[src/rtl/vci_pkg.sv]
package vci_pkg;
    localparam int BYTE_W   = 8;
    localparam int NUM_REGS = 11;
    localparam int SUB_W    = 8;
    localparam int CNT_W    = $clog2(BYTE_W + 1);

    typedef enum logic [2:0] {
        ST_IDLE,
        ST_ADDR,
        ST_ADDR_ACK,
        ST_SUB,
        ST_SUB_ACK,
        ST_DATA,
        ST_DATA_ACK,
        ST_IGNORE
    } bus_state_t;
endpackage

[src/rtl/vci_sync_edge.sv]
module vci_sync_edge #(
    parameter int SYNC_STAGES = 2
) (
    input  logic clk,
    input  logic rst_n,
    input  logic scl_in,
    input  logic sda_in,
    output logic scl_s,
    output logic sda_s,
    output logic scl_rise,
    output logic scl_fall,
    output logic start_det,
    output logic stop_det
);
    logic [SYNC_STAGES-1:0] scl_sh;
    logic [SYNC_STAGES-1:0] sda_sh;
    logic                   scl_q;
    logic                   sda_q;

    always_ff @(posedge clk or negedge rst_n) begin
        if (!rst_n) begin
            scl_sh <= '1;
            sda_sh <= '1;
            scl_q  <= 1'b1;
            sda_q  <= 1'b1;
        end else begin
            scl_sh <= {scl_sh[SYNC_STAGES-2:0], scl_in};
            sda_sh <= {sda_sh[SYNC_STAGES-2:0], sda_in};
            scl_q  <= scl_sh[SYNC_STAGES-1];
            sda_q  <= sda_sh[SYNC_STAGES-1];
        end
    end

    assign scl_s     = scl_sh[SYNC_STAGES-1];
    assign sda_s     = sda_sh[SYNC_STAGES-1];
    assign scl_rise  = scl_s & ~scl_q;
    assign scl_fall  = ~scl_s & scl_q;
    assign start_det = scl_s & scl_q & sda_q & ~sda_s;
    assign stop_det  = scl_s & scl_q & ~sda_q & sda_s;
endmodule

[src/rtl/vci_ctrl_fsm.sv]
module vci_ctrl_fsm
    import vci_pkg::*;
#(
    parameter logic [6:0] DEV_ADDR = 7'h20
) (
    input  logic              clk,
    input  logic              rst_n,
    input  logic              sda_s,
    input  logic              scl_rise,
    input  logic              scl_fall,
    input  logic              start_det,
    input  logic              stop_det,
    output logic              sda_drive_low,
    output logic              busy,
    output logic              wr_en,
    output logic [SUB_W-1:0]  wr_addr,
    output logic [BYTE_W-1:0] wr_data
);
    bus_state_t        state, state_nx;
    logic [BYTE_W-1:0] shreg;
    logic [CNT_W-1:0]  bitcnt;
    logic [SUB_W-1:0]  subaddr;
    logic              byte_done;
    logic              receiving;
    logic              addr_hit;

    assign byte_done = scl_fall && (bitcnt == CNT_W'(BYTE_W));
    assign receiving = (state == ST_ADDR) || (state == ST_SUB) || (state == ST_DATA);
    assign addr_hit  = (shreg == {DEV_ADDR, 1'b0});

    // next-state decision
    always_comb begin
        state_nx = state;
        if (start_det) begin
            state_nx = ST_ADDR;
        end else if (stop_det) begin
            state_nx = ST_IDLE;
        end else begin
            unique case (state)
                ST_IDLE:     state_nx = ST_IDLE;
                ST_IGNORE:   state_nx = ST_IGNORE;
                ST_ADDR:     if (byte_done) state_nx = addr_hit ? ST_ADDR_ACK : ST_IGNORE;
                ST_SUB:      if (byte_done) state_nx = ST_SUB_ACK;
                ST_DATA:     if (byte_done) state_nx = ST_DATA_ACK;
                ST_ADDR_ACK: if (scl_fall)  state_nx = ST_SUB;
                ST_SUB_ACK:  if (scl_fall)  state_nx = ST_DATA;
                ST_DATA_ACK: if (scl_fall)  state_nx = ST_DATA;
            endcase
        end
    end

    // state register
    always_ff @(posedge clk or negedge rst_n) begin
        if (!rst_n) state <= ST_IDLE;
        else        state <= state_nx;
    end

    // byte shifter, bit counter and sub-address pointer
    always_ff @(posedge clk or negedge rst_n) begin
        if (!rst_n) begin
            shreg   <= '0;
            bitcnt  <= '0;
            subaddr <= '0;
            wr_en   <= 1'b0;
            wr_addr <= '0;
            wr_data <= '0;
        end else begin
            wr_en <= 1'b0;
            if (start_det || stop_det) begin
                bitcnt <= '0;
            end else if (receiving && scl_rise && bitcnt != CNT_W'(BYTE_W)) begin
                shreg  <= {shreg[BYTE_W-2:0], sda_s};
                bitcnt <= bitcnt + 1'b1;
            end else if (!receiving && scl_fall) begin
                bitcnt <= '0;
            end
            if (!start_det && !stop_det && byte_done) begin
                if (state == ST_SUB) begin
                    subaddr <= shreg;
                end else if (state == ST_DATA) begin
                    wr_en   <= (subaddr < SUB_W'(NUM_REGS));
                    wr_addr <= subaddr;
                    wr_data <= shreg;
                    if (subaddr != '1) subaddr <= subaddr + 1'b1;
                end
            end
        end
    end

    // registered outputs from the next state
    always_ff @(posedge clk or negedge rst_n) begin
        if (!rst_n) begin
            sda_drive_low <= 1'b0;
            busy          <= 1'b0;
        end else begin
            sda_drive_low <= (state_nx == ST_ADDR_ACK) || (state_nx == ST_SUB_ACK) ||
                             (state_nx == ST_DATA_ACK);
            busy          <= (state_nx != ST_IDLE) && (state_nx != ST_IGNORE);
        end
    end
endmodule

[src/rtl/vci_regbank.sv]
module vci_regbank
    import vci_pkg::*;
(
    input  logic                       clk,
    input  logic                       rst_n,
    input  logic                       wr_en,
    input  logic [SUB_W-1:0]           wr_addr,
    input  logic [BYTE_W-1:0]          wr_data,
    output logic [NUM_REGS*BYTE_W-1:0] regs_flat
);
    for (genvar i = 0; i < NUM_REGS; i++) begin : g_reg
        always_ff @(posedge clk or negedge rst_n) begin
            if (!rst_n)
                regs_flat[i*BYTE_W +: BYTE_W] <= '0;
            else if (wr_en && wr_addr == SUB_W'(i))
                regs_flat[i*BYTE_W +: BYTE_W] <= wr_data;
        end
    end
endmodule

[src/rtl/vidctl_i2c_regs.sv]
module vidctl_i2c_regs
    import vci_pkg::*;
#(
    parameter logic [6:0] DEV_ADDR    = 7'h20,
    parameter int         SYNC_STAGES = 2
) (
    input  logic       clk,
    input  logic       rst_n,
    input  logic       scl_in,
    input  logic       sda_in,
    output logic       sda_drive_low,
    output logic       busy,
    output logic [7:0] contrast,
    output logic       blank_mode,
    output logic [5:0] brightness,
    output logic [7:0] cutoff_r,
    output logic [7:0] cutoff_g,
    output logic [7:0] cutoff_b,
    output logic [7:0] cutoff_all,
    output logic [1:0] slice_lvl,
    output logic [5:0] osd_gain,
    output logic [7:0] subcon_r,
    output logic [7:0] subcon_g,
    output logic [7:0] subcon_b,
    output logic       detect_off,
    output logic       sharp_off,
    output logic       sync_off,
    output logic       sharp_tc,
    output logic [3:0] sharp_gain
);
    logic                       scl_s, sda_s, scl_rise, scl_fall, start_det, stop_det;
    logic                       wr_en;
    logic [SUB_W-1:0]           wr_addr;
    logic [BYTE_W-1:0]          wr_data;
    logic [NUM_REGS*BYTE_W-1:0] regs_flat;
    logic                       reg1_bit7_unused;

    vci_sync_edge #(.SYNC_STAGES(SYNC_STAGES)) u_sync (
        .clk(clk), .rst_n(rst_n), .scl_in(scl_in), .sda_in(sda_in),
        .scl_s(scl_s), .sda_s(sda_s), .scl_rise(scl_rise), .scl_fall(scl_fall),
        .start_det(start_det), .stop_det(stop_det)
    );

    vci_ctrl_fsm #(.DEV_ADDR(DEV_ADDR)) u_fsm (
        .clk(clk), .rst_n(rst_n), .sda_s(sda_s), .scl_rise(scl_rise),
        .scl_fall(scl_fall), .start_det(start_det), .stop_det(stop_det),
        .sda_drive_low(sda_drive_low), .busy(busy),
        .wr_en(wr_en), .wr_addr(wr_addr), .wr_data(wr_data)
    );

    vci_regbank u_bank (
        .clk(clk), .rst_n(rst_n), .wr_en(wr_en), .wr_addr(wr_addr),
        .wr_data(wr_data), .regs_flat(regs_flat)
    );

    assign contrast         = regs_flat[0*8 +: 8];
    assign reg1_bit7_unused = regs_flat[1*8 + 7];
    assign blank_mode       = regs_flat[1*8 + 6];
    assign brightness       = regs_flat[1*8 +: 6];
    assign cutoff_r         = regs_flat[2*8 +: 8];
    assign cutoff_g         = regs_flat[3*8 +: 8];
    assign cutoff_b         = regs_flat[4*8 +: 8];
    assign slice_lvl        = regs_flat[5*8 + 6 +: 2];
    assign osd_gain         = regs_flat[5*8 +: 6];
    assign cutoff_all       = regs_flat[6*8 +: 8];
    assign subcon_r         = regs_flat[7*8 +: 8];
    assign subcon_g         = regs_flat[8*8 +: 8];
    assign subcon_b         = regs_flat[9*8 +: 8];
    assign detect_off       = regs_flat[10*8 + 7];
    assign sharp_off        = regs_flat[10*8 + 6];
    assign sync_off         = regs_flat[10*8 + 5];
    assign sharp_tc         = regs_flat[10*8 + 4];
    assign sharp_gain       = regs_flat[10*8 +: 4];
endmodule

[config.mk]
export PLATFORM = sky130hd
export DESIGN_NAME = vidctl_i2c_regs
export DESIGN_NICKNAME = d
export VERILOG_FILES = /design/src/rtl/vci_pkg.sv /design/src/rtl/vci_sync_edge.sv /design/src/rtl/vci_ctrl_fsm.sv /design/src/rtl/vci_regbank.sv /design/src/rtl/vidctl_i2c_regs.sv
export SDC_FILE = /design/constraint.sdc
export NUM_CORES = 1
export LEC_CHECK = 0
export ABC_CLOCK_PERIOD_IN_PS = 2750
export BUFFER_PORTS_ARGS = -buffer_cell sky130_fd_sc_hd__buf_2
export CAP_MARGIN = 10
export CELL_PAD_IN_SITES_DETAIL_PLACEMENT = 1
export CELL_PAD_IN_SITES_GLOBAL_PLACEMENT = 1
export CORE_MARGIN = 1
export CORE_UTILIZATION = 46
export DETAILED_ROUTE_END_ITERATION = 7
export PLACE_DENSITY = 0.9
export SYNTH_ARGS = -nofsm -noshare
export SYNTH_HDL_FRONTEND = slang
export SYNTH_SLANG_ARGS = --single-unit
[constraint.sdc]
create_clock -name clk -period 2.75 [get_ports clk]
set_clock_uncertainty 0.05 [all_clocks]
set_input_delay 0.4125 -clock clk [delete_from_list [all_inputs] [get_ports clk]]
set_output_delay 0.4125 -clock clk [all_outputs]
set_load 0.005 [all_outputs]
Yosys cells after proc, flatten, opt, wreduce, memory -nomap -nowiden

Index checks and enable logic that the tools add are counted.

Output and inout bits: 89
Memories kept: 0
Register bits after elaboration: 135
Bits of input ports: 4
Logic and storage cells: 119
ROM bits: 0
Latch bits: 0
RAM bits: 0

Mux-type cells: 18
Multiply operators: 0
$add $sub $neg: 2
Shifts and indexed selects: 0
Bitwise gates (word level): 13
Equal/unequal tests: 25
$lt $le $gt $ge: 1
Divide/modulo/power cells: 0
Reductions and logical operators: 36

Operators by type and width:

| operator                                                              | count |
|---|---|
| 8-bit by 3-bit equality test with 1-bit output, second input constant | 4 |
| 8-bit by 4-bit equality test with 1-bit output, second input constant | 3 |
| 3-bit 2-to-1 mux                                                      | 8 |
| 8-bit 2-to-1 mux                                                      | 3 |
| 3-bit case mux with 7 select lines                                    | 1 |
| 3-bit equality test, second input constant                            | 6 |
| 1-bit logical AND                                                     | 18 |
| 8-bit by 2-bit equality test with 1-bit output, second input constant | 2 |
| 4-bit 2-to-1 mux                                                      | 3 |
| 3-bit by 2-bit equality test with 1-bit output, second input constant | 3 |
| 8-bit by 1-bit adder with 8-bit output, second input constant         | 1 |
| 8-bit by 1-bit equality test with 1-bit output, second input constant | 1 |
| 8-bit by 7-bit equality test with 1-bit output, second input constant | 1 |
| 8-bit zero test                                                       | 1 |
| 8-bit by 4-bit < comparator with 1-bit output, second input constant  | 1 |
| 8-bit inequality test, second input constant                          | 1 |
| 1-bit AND                                                             | 7 |
| 1-bit inverter                                                        | 6 |
| 3-bit AND reduction                                                   | 2 |
| 3-bit nonzero test                                                    | 2 |
| 1-bit logical OR                                                      | 5 |
| 4-bit by 1-bit adder with 4-bit output, second input constant         | 1 |
| 4-bit equality test, second input constant                            | 1 |
| 4-bit inequality test, second input constant                          | 1 |
| other kinds (8)                                                       | 13 |

Longest topological paths before layout

Gate-level depths: netlist (run 1).

Depth in word-level cells: 10
Gate-level depth with buffers: 8
Mapped depth without buffers: 7

Hierarchy

Synthesis (run 1) repeated with hierarchy kept, for this count alone.

Cells, all modules: 396
Area total of the unflattened synthesis: 5735.5 um^2

Modules (own cells, without submodules):

| module        | area each (um^2) | seq. area each (um^2) | times used | cells each |
|---|---|---|---|---|
| vci_regbank   | 3420.8           | 2202.1                | 1          | 204 |
| vci_ctrl_fsm  | 2124.5           | 1051.0                | 1          | 182 |
| vci_sync_edge | 190.2            | 157.7                 | 1          | 10 |

Least setup slack after synthesis (run 1)

Ideal clock, no wire load.

Path kind: flip-flop to flip-flop
Start point: register u_fsm.subaddr[0]
End point: register u_fsm.subaddr[0]
Path slack: 0.687 ns
Setup time: 0.120 ns
Path buffers: 0
Cell stages (with the launch flop): 7
Arrival time: 1.893 ns
Data required time: 2.580 ns
Period minus slack after synthesis: 2.063 ns
Cell sequence: dfrtp_1 > ha_1 > and4_1 > a41o_1 > a21oi_2 > mux2_2 > a31o_2

Word-level cells in the longest chain between the ends: 4
Elaborated cells on any way between the ends: 7
Those cells by class: add/sub: 1; eq/ne: 1; mux: 3; reduce/logical: 2

Ends and longest elaborated chain:

| element                                | line               | RTL |
|---|---|---|
| from (decl)                            | vci_ctrl_fsm.sv:22 | `logic [SUB_W-1:0] subaddr;` |
| from (signal assigned)                 | vci_ctrl_fsm.sv:79 | `subaddr <= shreg;` |
| from (signal assigned)                 | vci_ctrl_fsm.sv:84 | `if (subaddr != '1) subaddr <= subaddr + 1'b1;` |
| 8-bit by 1-bit adder with 8-bit output | vci_ctrl_fsm.sv:84 |  |
| 8-bit 2-to-1 mux                       | vci_ctrl_fsm.sv:84 |  |
| 8-bit 2-to-1 mux                       | vci_ctrl_fsm.sv:80 | `end else if (state == ST_DATA) begin` |
| 8-bit 2-to-1 mux                       | vci_ctrl_fsm.sv:78 | `if (state == ST_SUB) begin` |

Several ways; a longest one is shown, not always the timed one. The select of a mux whose other input is x is not followed.
A chain may end at the register's enable or synchronous reset.

Worst setup path in the final report (run 1)

Start point: register u_fsm.wr_addr[5]
End point: register u_bank.regs_flat[26]

Word-level cells in the longest chain between the ends: 2

Ends and longest elaborated chain:

| element                                        | line               | RTL |
|---|---|---|
| from (decl)                                    | vci_ctrl_fsm.sv:16 | `output logic [SUB_W-1:0] wr_addr,` |
| from (signal assigned)                         | vci_ctrl_fsm.sv:82 | `wr_addr <= subaddr;` |
| 8-bit by 2-bit equality test with 1-bit output | vci_regbank.sv:15  | `else if (wr_en && wr_addr == SUB_W'(i))` |
| 1-bit logical AND                              | vci_regbank.sv:15  |  |
| to (signal, indexed assignment)                | vci_regbank.sv:16  | `regs_flat[i*BYTE_W +: BYTE_W] <= wr_data;` |
| to (decl)                                      | vci_regbank.sv:9   | `output logic [NUM_REGS*BYTE_W-1:0] regs_flat` |

Every way passes these cells.

==> run_results.csv, run 1 <==
group,metric,value,unit
timing,post-route-min-period,2.31,ns
final_layout,synthToLayoutAreaGrowth,22.1,%
clock_network,cts_tree,"done",
timing,max_freq,433,MHz
clock_network,ctsRootBufferMaster,"clkbuf_16",
route,drcViolationCount,3,
global_routing,grt_max_degree,76,
logic_synthesis,ys_seq_elements,135,
clock_network,clk_pin_slew,0.06,ns
logic_synthesis,synthTopCellsByCount,"dfrtp_1, mux2_2, nand2_1, clkbuf_1, a21oi_1",
setup_path,r2r_slack,0.44,ns
clock_network,cts_buffers,17,
die,std_cell_rows,39,
placed_design,io_buffers,92,
final_layout,nets,502,
logic_synthesis,synth.top_cell.area_share,0.579,
setup_path,arrival,2.56,ns
logic_synthesis,synthMostInstantiatedCell,"dfrtp_1",
final_layout,antenna_cells,0,
global_routing,grt_use_total,0.278,
die,die_w,112,um
clock_network,clockBufferDepth,2,
setup_path,r2r-start,"u_fsm.wr_addr[5]",
route,firstDrtPassIters,7,
timing,drv_slew,0,
timing,fin_tns_setup,0,ns
placed_design,hpwl,10100,um
run,cap_violations,0,
power,vdd_ir_drop_max,0.533,mV
logic_synthesis,yosys-top-cells-area,"dfrtp_1, mux2_2, dfstp_2, nand2_1, a21oi_1",
die,io_pins,93,
route,vias,3840,
setup_path,end_kind,"register",
logic_synthesis,synth_cells,395,
die,fp.dieH,112,um
clock_network,h-tree-depth,4,
clock_network,clock_latency,0.42,ns
die,coreArea,0.0116,mm2
global_routing,grt-ovfl-total,0,
die,start_util,0.480,
logic_synthesis,postSynthNetCount,402,
clock_network,cts_resized,0,
logic_synthesis,async_flop_share,1.00,
global_routing,grt_pass1_vias,4301,
setup_path,cp-start-kind,"register",
final_layout,finish.instance_area,0.00681,mm2
logic_synthesis,yosys_warnings,0,
timing,period_share,0.839,
logic_synthesis,synth_ff_type,"dfrtp_1",
setup_path,crit_fanout,8,
logic_synthesis,synth.distinct_cells,46,
outcome,violations,"design-rule violations",
global_routing,antenna_found_initial,0,
power,power_density,687,mW/mm2
timing,hold_violations,0,
power,power,4.68,mW
setup_path,crit_required,3.00,ns
logic_synthesis,synth_area,0.00558,mm2
placed_design,gp_congestion,0.780,
route,wl,16300,um
logic_synthesis,synth_edf_count,0,
route,avgRoutedWirePerCell,25.0,um
setup_path,worstSetupStartpoint,"u_fsm.wr_addr[5]",
route,via_per_inst,5.90,
timing,relSlewSlack,0.510,
route,ant_nets,0,
logic_synthesis,avgSynthCellArea,14.1,um2
setup_path,reg2reg_depth,4,
timing,worstMarginPinSlew,0.729,ns
placed_design,place_area,0.00620,mm2
clock_network,clock_sinks,135,
route,drt_iter0_markers,289,
die,die_area,0.0126,mm2
final_layout,drive_above_1_share,0.518,
global_routing,grt_pass1_wl,25900,um
min_path,holdCritPathClass,"in2reg",
setup_path,reg2reg_to,"u_bank.regs_flat[26]",
logic_synthesis,yosysTopAreaCell,"dfrtp_1",
final_layout,num-fill-cells,1140,
logic_synthesis,ys_seq_area_frac,0.607,
power,leakagePower,3.58,nW
timing,setup_viol,0,
setup_path,crit_end,"u_bank.regs_flat[26]",
setup_path,worst-setup-path-type,"reg2reg",
outcome,status,"complete, but fails checks",
timing,rsz0062_at_grt,"no",
==> worst max-delay path, cell delays in order (launching register included) <==
cell	delay [ns]
dfrtp_1	0.42
nor4_4	0.45
nand2_2	0.18
nor4_4	0.65
mux2_2	0.43
==> worst min-delay path by stage <==
stage / cells past startpoint / startpoint / endpoint / slack [ns]
after floorplan: 0 / rst_n / u_bank.regs_flat[0] / 0.07
after global placement: 1 / rst_n / u_bank.regs_flat[63] / 0.30
after detailed placement: 0 / u_sync.sda_sh[0] / u_sync.sda_sh[1] / 0.30
after CTS: 1 / scl_in / u_sync.scl_sh[0] / 0.03
after global routing: 1 / sda_in / u_sync.sda_sh[0] / 0.03
final: 1 / scl_in / u_sync.scl_sh[0] / 0.04
==> sequential cells by signal, summed over array words and instances (netlist names) <==
name and flops:
u_sync.scl_q 1, u_fsm.shreg 8, u_sync.sda_sh 2, u_fsm.state 3, u_fsm.busy 1, u_sync.sda_q 1, u_fsm.bitcnt 4, u_fsm.subaddr 8
u_fsm.sda_drive_low 1, u_fsm.wr_en 1, u_fsm.wr_addr 8, u_sync.scl_sh 2, u_bank.regs_flat 87, u_fsm.wr_data 8
==> metal layers <==
layer	track usage	part of all wire
met1	0.328	0.39
met2	0.477	0.52
met3	0.0605	0.048
met4	0.153	0.041
met5	0	0
==> cells by family (layout without fill, tap and decap cells) <==
family	count (synthesis)	in the layout	share of synthesized area
muxes	112	112	0.226
AOI/OAI and AO/OA	41	41	0.0446
xor gates and xnor gates	1	1	0.00157
and+or+nand+nor	81	81	0.0978
adders and majority gates	3	3	0.00673
buffers and inverters	22	135	0.0164
DFF	135	135	0.607
==> area by class of cell <==
| type | count | area (um2) | share of cell area |
|---|---|---|---|
| inverters | 5 | 18.8 | 0.00276 |
| clock buffers | 22 | 484 | 0.0711 |
| well taps | 143 | 179 | 0.0263 |
| clock inverters | 10 | 119 | 0.0175 |
| repair buffers | 98 | 523 | 0.0768 |
| multi-input cells | 238 | 2100 | 0.309 |
| flip-flops and latches | 135 | 3390 | 0.497 |
==> cells in the final DEF, fill, tap and decap left out, types with 4 or more instances in the layout <==
cell type,count
clkbuf_16,17
nor2b_1,4
buf_2,91
dfrtp_1,129
nand2_1,20
a21oi_1,14
and3_1,6
buf_4,5
nand2_2,4
dfstp_2,6
inv_1,5
o21ai_0,13
nand3_1,9
clkbuf_8,4
mux2_2,110
nor2_1,7
==> repair_timing <==
action                                 4_1_cts  5_1_grt
setup buffers                                0        0
endpoints found under the hold margin       26        0
hold buffers                                 1        0
==> metrics by stage <==
step / setup slack, ns / util / hold slack (ns) / cells
floorplan: 0.687 / - / 0.0669 / 395
detailed placement: 0.543 / 0.534 / 0.298 / 618
global placement: 0.646 / 0.534 / 0.296 / 618
global route: 0.396 / 0.587 / 0.0261 / 651
finish: 0.442 / 0.587 / 0.0399 / 651
CTS: 0.467 / 0.587 / 0.0288 / 651
==> power breakdown <==
| part | internal [mW] | switching [mW] |
|---|---|---|
| sequential | 2.06 | 0.116 |
| clock | 1.43 | 0.893 |
| combinational | 0.0790 | 0.106 |
Power figures use the tool's default switching activity.
==> run 2: changes to the inputs <==
- ABC_CLOCK_PERIOD_IN_PS: 2750 -> 2300
- clock period: 2.75 -> 2.3 ns (I/O delays scaled with it)
==> run 2 against run 1 <==
The flow still finishes with violations (design-rule violations); cell count up 0.92%; maximum frequency up 3.8%; clock power up 32%; global-route usage up 0.64 points; routed wire length up 0.74%; sequential cell count unchanged; largest power group unchanged.
==> run_results.csv, run 2 (synthesized netlist as in run 1, its figures left out) <==
group,metric,value,unit
timing,rsz0062_at_grt,"no",
global_routing,antenna_found_initial,0,
timing,drv_slew,0,
final_layout,largest_reg_flops,87,
setup_path,r2r_slack,0.08,ns
setup_path,crit_fanout,5,
clock_network,h-tree-depth,4,
route,drcViolationCount,3,
die,fp.dieH,112,um
final_layout,final_core_util,0.597,
placed_design,hpwl,9630,um
timing,setup_viol,0,
timing,relSlewSlack,0.536,
outcome,status,"complete, but fails checks",
power,vdd_ir_drop_max,0.808,mV
die,die_w,112,um
die,coreArea,0.0116,mm2
power,leakagePower,3.65,nW
global_routing,grt_pass1_vias,4385,
die,die_area,0.0126,mm2
setup_path,arrival,2.48,ns
placed_design,io_buffers,92,
final_layout,num-fill-cells,1161,
global_routing,grt-ovfl-total,0,
route,firstDrtPassIters,8,
global_routing,grt_pass1_wl,26300,um
route,drt_iter0_markers,299,
final_layout,final_cell_mix,"dfrtp_1, mux2_2, buf_2, nand2_1, clkbuf_16",
route,ant_nets,0,
route,avgRoutedWirePerCell,24.9,um
die,start_util,0.480,
final_layout,final_common_cell,"dfrtp_1",
final_layout,nets,508,
final_layout,regMostFlops,"u_bank.regs_flat",
setup_path,crit_required,2.56,ns
clock_network,ctsRootBufferMaster,"clkbuf_16",
min_path,holdCritPathClass,"reg2reg",
die,io_pins,93,
placed_design,gp_congestion,0.777,
clock_network,clock_sinks,135,
setup_path,cp-start-kind,"register",
clock_network,clockBufferDepth,2,
timing,worstMarginPinSlew,0.695,ns
clock_network,clock_latency,0.43,ns
timing,post-route-min-period,2.22,ns
die,std_cell_rows,39,
outcome,violations,"design-rule violations",
timing,fin_tns_setup,0,ns
route,wl,16400,um
power,power_density,845,mW/mm2
global_routing,grt_use_total,0.285,
timing,whs,0.305,ns
run,cap_violations,0,
clock_network,cts_buffers,17,
timing,max_freq,450,MHz
setup_path,worst-setup-path-type,"reg2reg",
clock_network,cts_resized,0,
clock_network,cts_tree,"done",
clock_network,clk_pin_slew,0.06,ns
final_layout,drive_above_1_share,0.518,
setup_path,end_kind,"register",
route,via_per_inst,5.78,
final_layout,antenna_cells,0,
final_layout,synthToLayoutAreaGrowth,24.3,%
route,vias,3796,
timing,hold_violations,0,
global_routing,grt_max_degree,52,
timing,period_share,0.967,
==> run 2: cell types whose count changed in the layout (fill, tap and decap cells not counted), sizes merged <==
cell / before / now
dlygate4sd3: 1 / 3
bufinv: 2 / 5
buf: 97 / 101
clkinvlp: 3 / 0
==> run 2: cell type report <==
type / count / area [um2] / area share
sequential: 135 / 3390 / 0.488
clock inverter: 10 / 190 / 0.0274
multi-input combinational: 238 / 2100 / 0.303
timing repair buffer: 104 / 586 / 0.0844
inverter: 5 / 18.8 / 0.00271
tap: 143 / 179 / 0.0258
clock buffer: 22 / 474 / 0.0684
==> run 2: path summary, 6_finish.rpt <==
| check | startpoint | endpoint | depth (start not counted) |
|---|---|---|---|
| min | u_sync.scl_sh[0] | u_sync.scl_sh[1] | 0 |
| max reg2reg | u_fsm.subaddr[0] | u_fsm.subaddr[0] | 6 |
| max in group asynchronous | rst_n | u_bank.regs_flat[43] | 3 |
| min reg2reg | u_sync.scl_sh[0] | u_sync.scl_sh[1] | 0 |
| min in group asynchronous | rst_n | u_bank.regs_flat[56] | 2 |
| max | u_fsm.subaddr[0] | u_fsm.subaddr[0] | 6 |
==> run 2: what timing repair did <==
action	in CTS	in global routing
endpoints found under the hold margin	49	0
setup buffers	0	0
hold buffers	3	0
==> run 2: worst max-delay path: stages (launching register included) <==
cell	delay, ns
dfrtp_1	0.44
ha_1	0.28
and4_1	0.27
a41o_1	0.28
a21oi_2	0.19
mux2_2	0.37
a31o_2	0.22
==> run 2: report_power, final <==
group / internal [mW] / switching [mW]
registers: 2.46 / 0.119
logic: 0.0984 / 0.121
clock network: 2.02 / 1.05
==> run 2: metrics by stage <==
stage	instance area [um2]	worst slack, ns	power [mW]	cells
floorplan	5580	0.237	2.69	395
detailed placement	6240	0.139	2.83	622
CTS	6940	0.0879	5.90	657
finish	6940	0.0756	5.86	657
global route	6940	0.0374	6.02	657
global placement	6240	0.291	2.80	622
==> run 2: routing by layer <==
layer  vias to the layer above  global-route usage  part of all wire
met5                         -                   0                 0
met4                         0               0.146             0.035
met3                        50              0.0626             0.041
li1                       1636                   -                 -
met2                       125               0.499              0.54
met1                      1985               0.329              0.39
